$ cat src/rtl/alu8_pkg.sv
package alu8_pkg;
    localparam int DW    = 8;
    localparam int WW    = 2 * DW;
    localparam int IMM_W = 6;
    localparam int HB    = 3;
    localparam int NFLAG = 6;

    localparam int FC = 0;
    localparam int FZ = 1;
    localparam int FN = 2;
    localparam int FV = 3;
    localparam int FS = 4;
    localparam int FH = 5;

    typedef logic [NFLAG-1:0] flag_t;

    typedef enum logic [2:0] {
        OP_ADD  = 3'd0,
        OP_SUB  = 3'd1,
        OP_INC  = 3'd2,
        OP_DEC  = 3'd3,
        OP_NEG  = 3'd4,
        OP_COM  = 3'd5,
        OP_ASR  = 3'd6,
        OP_ADDW = 3'd7
    } alu_op_e;

    localparam flag_t MASK_ALL  = '1;
    localparam flag_t MASK_STEP = flag_t'((1 << FZ) | (1 << FN) | (1 << FV) | (1 << FS));
    localparam flag_t MASK_NOH  = flag_t'((1 << FC) | (1 << FZ) | (1 << FN) | (1 << FV) | (1 << FS));
endpackage

$ cat src/rtl/alu8_addsub.sv
module alu8_addsub #(
    parameter int DW = 8,
    parameter int HB = 3
) (
    input  logic [DW-1:0] x,
    input  logic [DW-1:0] y,
    input  logic          sub,
    output logic [DW-1:0] r,
    output logic          c,
    output logic          h,
    output logic          v
);
    logic [DW:0]   ext;
    logic [DW-1:0] hx;

    function automatic logic borrow_bit(input logic xb, input logic yb, input logic rb);
        return (~xb & yb) | (~xb & rb) | (rb & yb);
    endfunction

    always_comb begin
        if (sub) ext = {1'b0, x} - {1'b0, y};
        else     ext = {1'b0, x} + {1'b0, y};
        r  = ext[DW-1:0];
        hx = x ^ y ^ r;
        if (sub) begin
            c = borrow_bit(x[DW-1], y[DW-1], r[DW-1]);
            h = borrow_bit(x[HB], y[HB], r[HB]);
            v = (r[DW-1] ^ x[DW-1]) & (x[DW-1] ^ y[DW-1]);
        end else begin
            c = ext[DW];
            h = hx[HB+1];
            v = (r[DW-1] ^ x[DW-1]) & ~(x[DW-1] ^ y[DW-1]);
        end
    end
endmodule

$ cat src/rtl/alu8_unary.sv
module alu8_unary
    import alu8_pkg::*;
#(
    parameter int W = 8
) (
    input  logic [W-1:0] x,
    input  alu_op_e      op,
    output logic [W-1:0] r,
    output logic         c,
    output logic         v
);
    localparam logic [W-1:0] ONE     = W'(1);
    localparam logic [W-1:0] MIN_NEG = {1'b1, {(W-1){1'b0}}};
    localparam logic [W-1:0] MAX_POS = {1'b0, {(W-1){1'b1}}};

    always_comb begin
        r = '0;
        c = 1'b0;
        v = 1'b0;
        unique case (op)
            OP_INC: begin
                r = x + ONE;
                v = (r == MIN_NEG);
            end
            OP_DEC: begin
                r = x - ONE;
                v = (r == MAX_POS);
            end
            OP_COM: begin
                r = x ^ {W{1'b1}};
                c = 1'b1;
            end
            OP_ASR: begin
                r = {x[W-1], x[W-1:1]};
                c = x[0];
                v = r[W-1] ^ x[0];
            end
            default: ;
        endcase
    end
endmodule

$ cat src/rtl/alu8_word.sv
module alu8_word #(
    parameter int DW    = 8,
    parameter int IMM_W = 6
) (
    input  logic [DW-1:0]    lo,
    input  logic [DW-1:0]    hi,
    input  logic [IMM_W-1:0] imm,
    output logic [2*DW-1:0]  w,
    output logic             c,
    output logic             v
);
    localparam int WW = 2 * DW;
    logic [WW:0] sum;

    always_comb begin
        sum = {1'b0, hi, lo} + {{(WW+1-IMM_W){1'b0}}, imm};
        w   = sum[WW-1:0];
        c   = sum[WW];
        v   = ~hi[DW-1] & sum[WW-1];
    end
endmodule

$ cat src/rtl/alu8_flags.sv
module alu8_flags
    import alu8_pkg::*;
(
    input  logic             clk,
    input  logic             rst_n,
    input  logic             op_valid,
    input  logic [2:0]       op_sel,
    input  logic [DW-1:0]    opa,
    input  logic [DW-1:0]    opb,
    input  logic [DW-1:0]    pair_hi,
    input  logic [IMM_W-1:0] imm,
    output logic [DW-1:0]    res_lo,
    output logic [DW-1:0]    res_hi,
    output logic [NFLAG-1:0] flags_q
);
    alu_op_e       op;
    logic [DW-1:0] as_x, as_y, as_r, un_r;
    logic          as_sub, as_c, as_h, as_v, un_c, un_v, w_c, w_v;
    logic [WW-1:0] w_r;
    flag_t         nf, mask;
    logic          msb, is_zero;

    assign op     = alu_op_e'(op_sel);
    assign as_sub = (op != OP_ADD);
    assign as_x   = (op == OP_NEG) ? '0 : opa;
    assign as_y   = (op == OP_NEG) ? opa : opb;

    alu8_addsub #(.DW(DW), .HB(HB)) u_addsub (
        .x(as_x), .y(as_y), .sub(as_sub), .r(as_r), .c(as_c), .h(as_h), .v(as_v)
    );

    alu8_unary #(.W(DW)) u_unary (
        .x(opa), .op(op), .r(un_r), .c(un_c), .v(un_v)
    );

    alu8_word #(.DW(DW), .IMM_W(IMM_W)) u_word (
        .lo(opa), .hi(pair_hi), .imm(imm), .w(w_r), .c(w_c), .v(w_v)
    );

    always_comb begin
        res_lo = '0;
        res_hi = '0;
        nf     = '0;
        mask   = '0;
        unique case (op)
            OP_ADD, OP_SUB, OP_NEG: begin
                res_lo = as_r;
                nf[FC] = as_c;
                nf[FH] = as_h;
                nf[FV] = as_v;
                mask   = MASK_ALL;
            end
            OP_INC, OP_DEC: begin
                res_lo = un_r;
                nf[FV] = un_v;
                mask   = MASK_STEP;
            end
            OP_COM, OP_ASR: begin
                res_lo = un_r;
                nf[FC] = un_c;
                nf[FV] = un_v;
                mask   = MASK_NOH;
            end
            OP_ADDW: begin
                res_lo = w_r[DW-1:0];
                res_hi = w_r[WW-1:DW];
                nf[FC] = w_c;
                nf[FV] = w_v;
                mask   = MASK_NOH;
            end
            default: ;
        endcase
        msb     = (op == OP_ADDW) ? w_r[WW-1] : res_lo[DW-1];
        is_zero = (op == OP_ADDW) ? (w_r == '0) : (res_lo == '0);
        nf[FZ]  = is_zero;
        nf[FN]  = msb;
        nf[FS]  = msb ^ nf[FV];
    end

    always_ff @(posedge clk or negedge rst_n) begin
        if (!rst_n)        flags_q <= '0;
        else if (op_valid) flags_q <= (flags_q & ~mask) | (nf & mask);
    end
endmodule

$ cat config.mk
export PLATFORM = sky130hd
export DESIGN_NAME = alu8_flags
export DESIGN_NICKNAME = d
export VERILOG_FILES = /design/src/rtl/alu8_pkg.sv /design/src/rtl/alu8_addsub.sv /design/src/rtl/alu8_unary.sv /design/src/rtl/alu8_word.sv /design/src/rtl/alu8_flags.sv
export SDC_FILE = /design/constraint.sdc
export NUM_CORES = 1
export LEC_CHECK = 0
export ABC_AREA = 0
export BUFFER_PORTS_ARGS = -buffer_cell sky130_fd_sc_hd__clkbuf_2
export CORE_ASPECT_RATIO = 1.25
export CORE_MARGIN = 10
export CORE_UTILIZATION = 55
export DETAILED_ROUTE_END_ITERATION = 10
export MAX_ROUTING_LAYER = met4
export PLACE_DENSITY_LB_ADDON = 0.3
export SYNTH_ARGS = -nofsm -noshare
export SYNTH_HDL_FRONTEND = slang
export SYNTH_SLANG_ARGS = --single-unit
$ cat constraint.sdc
create_clock -name clk -period 4.85 [get_ports clk]
set_input_delay 0.2425 -clock clk [delete_from_list [all_inputs] [get_ports clk]]
set_output_delay 0.2425 -clock clk [all_outputs]
set_load 0.01 [all_outputs]
## Word-level counts from Yosys, hierarchy flattened

Index checks and enable logic that the tools add are counted.

| storage, ports and cells | value |
|---|---|
| register bits after elaboration | 6 |
| bits of input ports | 36 |
| output and inout port bits | 22 |
| logic and storage cells | 69 |

| operators by class | value |
|---|---|
| $add $sub $neg | 5 |
| eq/ne operators | 9 |
| multiplexer cells | 17 |
| bitwise operators | 28 |
| reduce and logical (&&, ||, !) cells | 9 |

Operators by type and width:

| operator | number |
|---|---|
| case mux 8 bit (4 select lines) | 1 |
| two-way mux 8 bit | 3 |
| case mux 8 bit (3 select lines) | 1 |
| case mux 6 bit (3 select lines) | 1 |
| adder 16 x 6 -> 17 bit | 1 |
| zero test 16 bit | 1 |
| AND 6 bit | 2 |
| equality test 3 bit (second input constant) | 4 |
| bitwise XOR 5 bit | 2 |
| adder 8 x 8 -> 9 bit | 1 |
| AND 1 bit | 9 |
| two-way mux 9 bit | 1 |
| case mux 1 bit (3 select lines) | 3 |
| subtractor 8 x 8 -> 9 bit | 1 |
| adder 8 x 1 -> 8 bit (second input constant) | 1 |
| equality test 8 x 7 -> 1 bit (second input constant) | 1 |
| equality test 8 bit (second input constant) | 1 |
| zero test 8 bit | 1 |
| NOT 8 bit | 1 |
| subtractor 8 x 1 -> 8 bit (second input constant) | 1 |
| equality test 3 x 2 -> 1 bit (second input constant) | 2 |
| two-way mux 1 bit | 6 |
| NOT 6 bit | 1 |
| OR 6 bit | 1 |
| 10 further kinds | 21 |

## Longest topological paths before layout

| logic depth | value |
|---|---|
| depth in word-level cells | 11 |
| depth in mapped cells | 20 |

## Hierarchy

From an unflattened synthesis, not the netlist that was laid out.

| unflattened totals | value |
|---|---|
| cells, all modules | 368 |
| area total of the unflattened synthesis | 2726.4 sq um |

By module, submodules not included:

| module | times used | cells an instance | area an instance (sq um) | sequential area each (sq um) |
|---|---|---|---|---|
| alu8_flags | 1 | 115 | 957.2 | 150.1 |
| alu8_unary | 1 | 110 | 709.4 | 0.0 |
| alu8_addsub | 1 | 84 | 615.6 | 0.0 |
| alu8_word | 1 | 59 | 444.2 | 0.0 |

## Worst setup path after synthesis

OpenSTA, ideal clock, no wires.

| timing | value |
|---|---|
| path kind | in2reg |
| start | in op_sel[1] |
| end | reg flags_q[4] |
| setup time | 125 ps |
| arrival | 3881 ps |
| data required time | 4725 ps |
| slack | 844 ps |
| cell stages on the path | 19 |
| path through | buf_4 buf_6 nor3b_1 nor2_1 a21oi_1 mux2i_1 nor2_1 a221oi_1 ha_1 or4_1 o22ai_1 xor2_1 inv_1 ha_1 o32ai_1 a21oi_1 nand3_1 xnor2_1 mux2_2 |

| on the way | value |
|---|---|
| word-level cells in the longest chain between the ends | 11 |

RTL lines:

| item | RTL line | RTL |
|---|---|---|
| start, declared | alu8_flags.sv:7 | `input logic [2:0] op_sel,` |
| equality test 3 bit | alu8_flags.sv:25, alu8_flags.sv:26, alu8_flags.sv:45 |  |
| two-way mux 8 bit (on tied branches) | alu8_flags.sv:25, alu8_flags.sv:26 |  |
| adder 8 x 8 -> 9 bit / subtractor 8 x 8 -> 9 bit (equally long branches) | alu8_addsub.sv:22, alu8_addsub.sv:21 |  |
| two-way mux 9 bit | alu8_addsub.sv:21 | `if (sub) ext = {1'b0, x} - {1'b0, y};` |
| bitwise XOR 1 bit | alu8_addsub.sv:28, alu8_addsub.sv:32 |  |
| AND 1 bit (on tied branches) | alu8_addsub.sv:32, alu8_addsub.sv:28 |  |
| two-way mux 1 bit | alu8_addsub.sv:25 | `if (sub) begin` |
| case mux 1 bit (3 select lines) | alu8_flags.sv:45 | `unique case (op)` |
| bitwise XOR 1 bit * | alu8_flags.sv:77 | `nf[FS] = msb ^ nf[FV];` |
| AND 6 bit * | alu8_flags.sv:82 | `else if (op_valid) flags_q <= (flags_q & ~mask) \| (nf & mask);` |
| OR 6 bit * | alu8_flags.sv:82 |  |
| end signal, assigned | alu8_flags.sv:82 |  |
| end, declared | alu8_flags.sv:14 | `output logic [NFLAG-1:0] flags_q` |

Every way passes the cells marked *; elsewhere a longest branch is shown, timed or not.
A chain may end at the register's enable or synchronous reset.

## Final worst setup path

| timing | value |
|---|---|
| start | in opa[4] |
| end | reg flags_q[4] |

| on the way | value |
|---|---|
| word-level cells in the longest chain between the ends | 10 |

RTL lines:

| item | RTL line | RTL |
|---|---|---|
| start, declared | alu8_flags.sv:8 | `input logic [DW-1:0] opa,` |
| two-way mux 8 bit (on tied branches) | alu8_flags.sv:25, alu8_flags.sv:26 |  |
| adder 8 x 8 -> 9 bit / subtractor 8 x 8 -> 9 bit (equally long branches) | alu8_addsub.sv:22, alu8_addsub.sv:21 |  |
| two-way mux 9 bit | alu8_addsub.sv:21 |  |
| bitwise XOR 1 bit | alu8_addsub.sv:28, alu8_addsub.sv:32 |  |
| AND 1 bit (on tied branches) | alu8_addsub.sv:32, alu8_addsub.sv:28 |  |
| two-way mux 1 bit | alu8_addsub.sv:25 |  |
| case mux 1 bit (3 select lines) | alu8_flags.sv:45 |  |
| bitwise XOR 1 bit * | alu8_flags.sv:77 |  |
| AND 6 bit * | alu8_flags.sv:82 |  |
| OR 6 bit * | alu8_flags.sv:82 |  |

Marks and branches as above.

==> results.ini <==
[placement]
place_worst_setup_slack_ns=0.687
port_buffers=57
routabilityCongestion=0.971
detailed_place.area_um2=3000
detailed_place_hpwl_mm=6.73

[synth]
synth_enable_flop_cells=0
synth_seq_cells=6
synth_common_cells=sky130_fd_sc_hd__nor2_1 (41), sky130_fd_sc_hd__a21oi_1 (25), sky130_fd_sc_hd__o21ai_0 (24)
synth_seq_area_share_pct=5.53
asyncSetResetFlopFracSynth_pct=100
post_synth_num_cell_types=72
synth_top_cells_by_area=sky130_fd_sc_hd__ha_1 (9.7%), sky130_fd_sc_hd__xor2_1 (6.5%), sky130_fd_sc_hd__nor2_1 (5.7%)
netlist_instances=386
yosysWarnings=0
syn_area_per_cell_um2=7.03
synth_top_flop_cell=sky130_fd_sc_hd__dfrtp_1
synth.most_common_cell=sky130_fd_sc_hd__nor2_1
synthesis.area_um2=2710
yosysTopAreaCellShare_pct=9.68
postSynthNetCount=445
netlist.top_cell.by_area=sky130_fd_sc_hd__ha_1

[worst_setup_path]
critical_path.n_buffers_inverters=2
endpoint_class_of_the_critical_path=flip-flop
timing.critical_path.max_delay_family=simple AND/OR/NAND/NOR gates
cp_startpoint_kind=input port
crit_path_top_delay_cell=sky130_fd_sc_hd__or4_1
critical_path.max_stage_delay_ns=0.60
worstSetupPathType=input port to flip-flop
critPathMaxFanout=15
critical_path_arrival_ns=4.08
critPathRequiredTime_ns=4.95
critical_path.cell_chain=clkbuf_2 > or4_1 > nor3_1 > a21oi_1 > mux2i_1 > nor2_1 > a221oi_1 > ha_1 > or4_1 > o22ai_1 > xor2_1 > inv_1 > ha_1 > o32ai_1 > a21oi_1 > nand3_1 > xnor2_1 > mux2_2

[worst_hold_path]
worst_hold_path_type=input port to flip-flop

[power_and_ir_drop]
ir_worst_vdd_v=0.000122
power.density_cell_area_nw_per_um2=164
leakagePower_uw=0.00130

[outcome]
run_status=finished clean

[routing]
via_count=3247
avgRoutedWirePerCell_um=17.8
post_drt_via_cell_ratio=6.64
drc=0
number_of_detailed_route_iterations_in_the_first_pass=5
detail-route-antenna-nets=0
route.final.wire_length_mm=8.69
detailedRoute.firstIterationViolations=292

[finish]
finish.net_count=490
diodes=0
drive_above_1_share_pct=19.3
final_area_um2=3050
area_growth_syn_to_layout_pct=12.4

[grt]
number_of_global_route_vias_before_repair=3058
grt-ovfl-total=0
maximum_number_of_pins_on_one_net_before_global_route_repair=33
gr-usage-all-layers_pct=20.7
grt_pass1_wl_mm=14.7
antenna_found_initial=0

[die]
chipWidth_um=82.8
ioPinCount=58
starting_density_of_the_core_pct=57.0
placement_rows=28
floorplan.die_area_um2=8160
floorplan.die.height_um=98.5
core_area_um2=4760

[timing]
final_setup_violation_count=0
maxSlewHeadroom_pct=58.9
hold_viol_final=0
fin_tns_setup_ns=0
max_freq_mhz=252
whs_ns=0.351
postLayoutSetupSlackWorst_ns=0.876
worst_pin_slew_ns=0.615
timing.final.crit_share_pct=81.9
fin_crit_ns=3.97
unrepaired_setup_endpoints_after_global_routing=false
timing_max_transition_violations_final=0
finalClockSkew_ns=0

[clock_network]
cts_num_sinks=6
post-cts-setup-buffer-count=0
clk_latency_ns=0.22
htree_levels=1
path_clk_slew_ns=0.03
cts-buffers-inserted=3
clock_tree_root_buffer_cell=sky130_fd_sc_hd__clkbuf_8
cts_tree=built
clock_path_buffers=2

[job]
maxCapViolations=0

==> timing repair <==
item / 4_1_cts / 5_1_grt
hold endpoints to repair: 6 / 0
gates resized for setup: 0 / 0
hold buffers: 1 / 0
==> per-layer routing <==
metal  vias up  track usage [%]  share of wire (%)
met1      1496             25.5                 43
met4         0             10.8                4.4
met5         -                -                  0
met3        34             2.14                6.7
met2       174             32.6                 46
li1       1543                -                  -
==> where the power goes <==
group	total, uW	switching (uW)	internal, uW
Combinational	360	213	147
Sequential	65.1	5.03	60.1
Clock	73.4	20.2	53.2
==> worst register-to-register path, cell delays in order (launching register included) <==
cell	delay [ns]
sky130_fd_sc_hd__dfrtp_1	0.36
sky130_fd_sc_hd__nand2_1	0.08
sky130_fd_sc_hd__o41ai_2	0.06
sky130_fd_sc_hd__a31o_1	0.19
==> final cells by class <==
class,count,area [um^2]
flip-flops and latches,6,150
multi-input cells,342,2390
fillers,460,1710
inverters,13,48.8
well taps,60,75.1
repair buffers,65,348
clock buffers,3,41.3
==> kinds of logic (layout without fill, tap and decap cells) <==
kind of cell / count (synthesis) / after routing / synth area share (%)
AOI/OAI and AO/OA: 111 / 111 / 28.3
xor gates and xnor gates: 29 / 29 / 9.36
adders and majority gates: 23 / 23 / 11.2
buffers and inverters: 38 / 81 / 6.50
DFF: 6 / 6 / 5.53
muxes: 16 / 16 / 6.13
and+or+nand+nor: 163 / 163 / 33.1
==> worst paths after layout <==
path | slack [ns] | to | cells past startpoint | start
setup / recovery | 0.88 | flags_q[4] | 18 | opa[4]
hold / removal | 0.35 | flip-flop | 2 | op_valid
setup reg to reg | 4.04 | flags_q[1] | 3 | flags_q[1]
hold reg to reg | 0.50 | flags_q[2] | 2 | flags_q[2]
max in group asynchronous | 4.32 | asynchronous set/reset pin | 2 | rst_n
min in group asynchronous | 0.38 | flags_q[3] | 2 | rst_n
==> per-stage QoR <==
step           utilization [%]  total power [uW]  instances
2_1_floorplan                -               316        386
3_3_place_gp              62.9               412        485
3_5_place_dp              62.9               417        485
4_1_cts                   64.0               496        489
5_1_grt                   64.0               546        489
6_report                  64.0               499        489
==> cells in the final DEF, fill, tap and decap left out, types with 11 or more instances in the layout <==
master                     netlist  final
sky130_fd_sc_hd__xor2_1         20     20
sky130_fd_sc_hd__ha_1           21     21
sky130_fd_sc_hd__nor3_1         12     12
sky130_fd_sc_hd__mux2i_1        11     11
sky130_fd_sc_hd__inv_1          12     12
sky130_fd_sc_hd__nand2_1        23     23
sky130_fd_sc_hd__nand3_1        14     14
sky130_fd_sc_hd__a21oi_1        25     25
sky130_fd_sc_hd__clkbuf_2        0     57
sky130_fd_sc_hd__o21ai_0        24     24
sky130_fd_sc_hd__nor2_1         41     41
No activity file was read; power rests on OpenSTA's default activity.
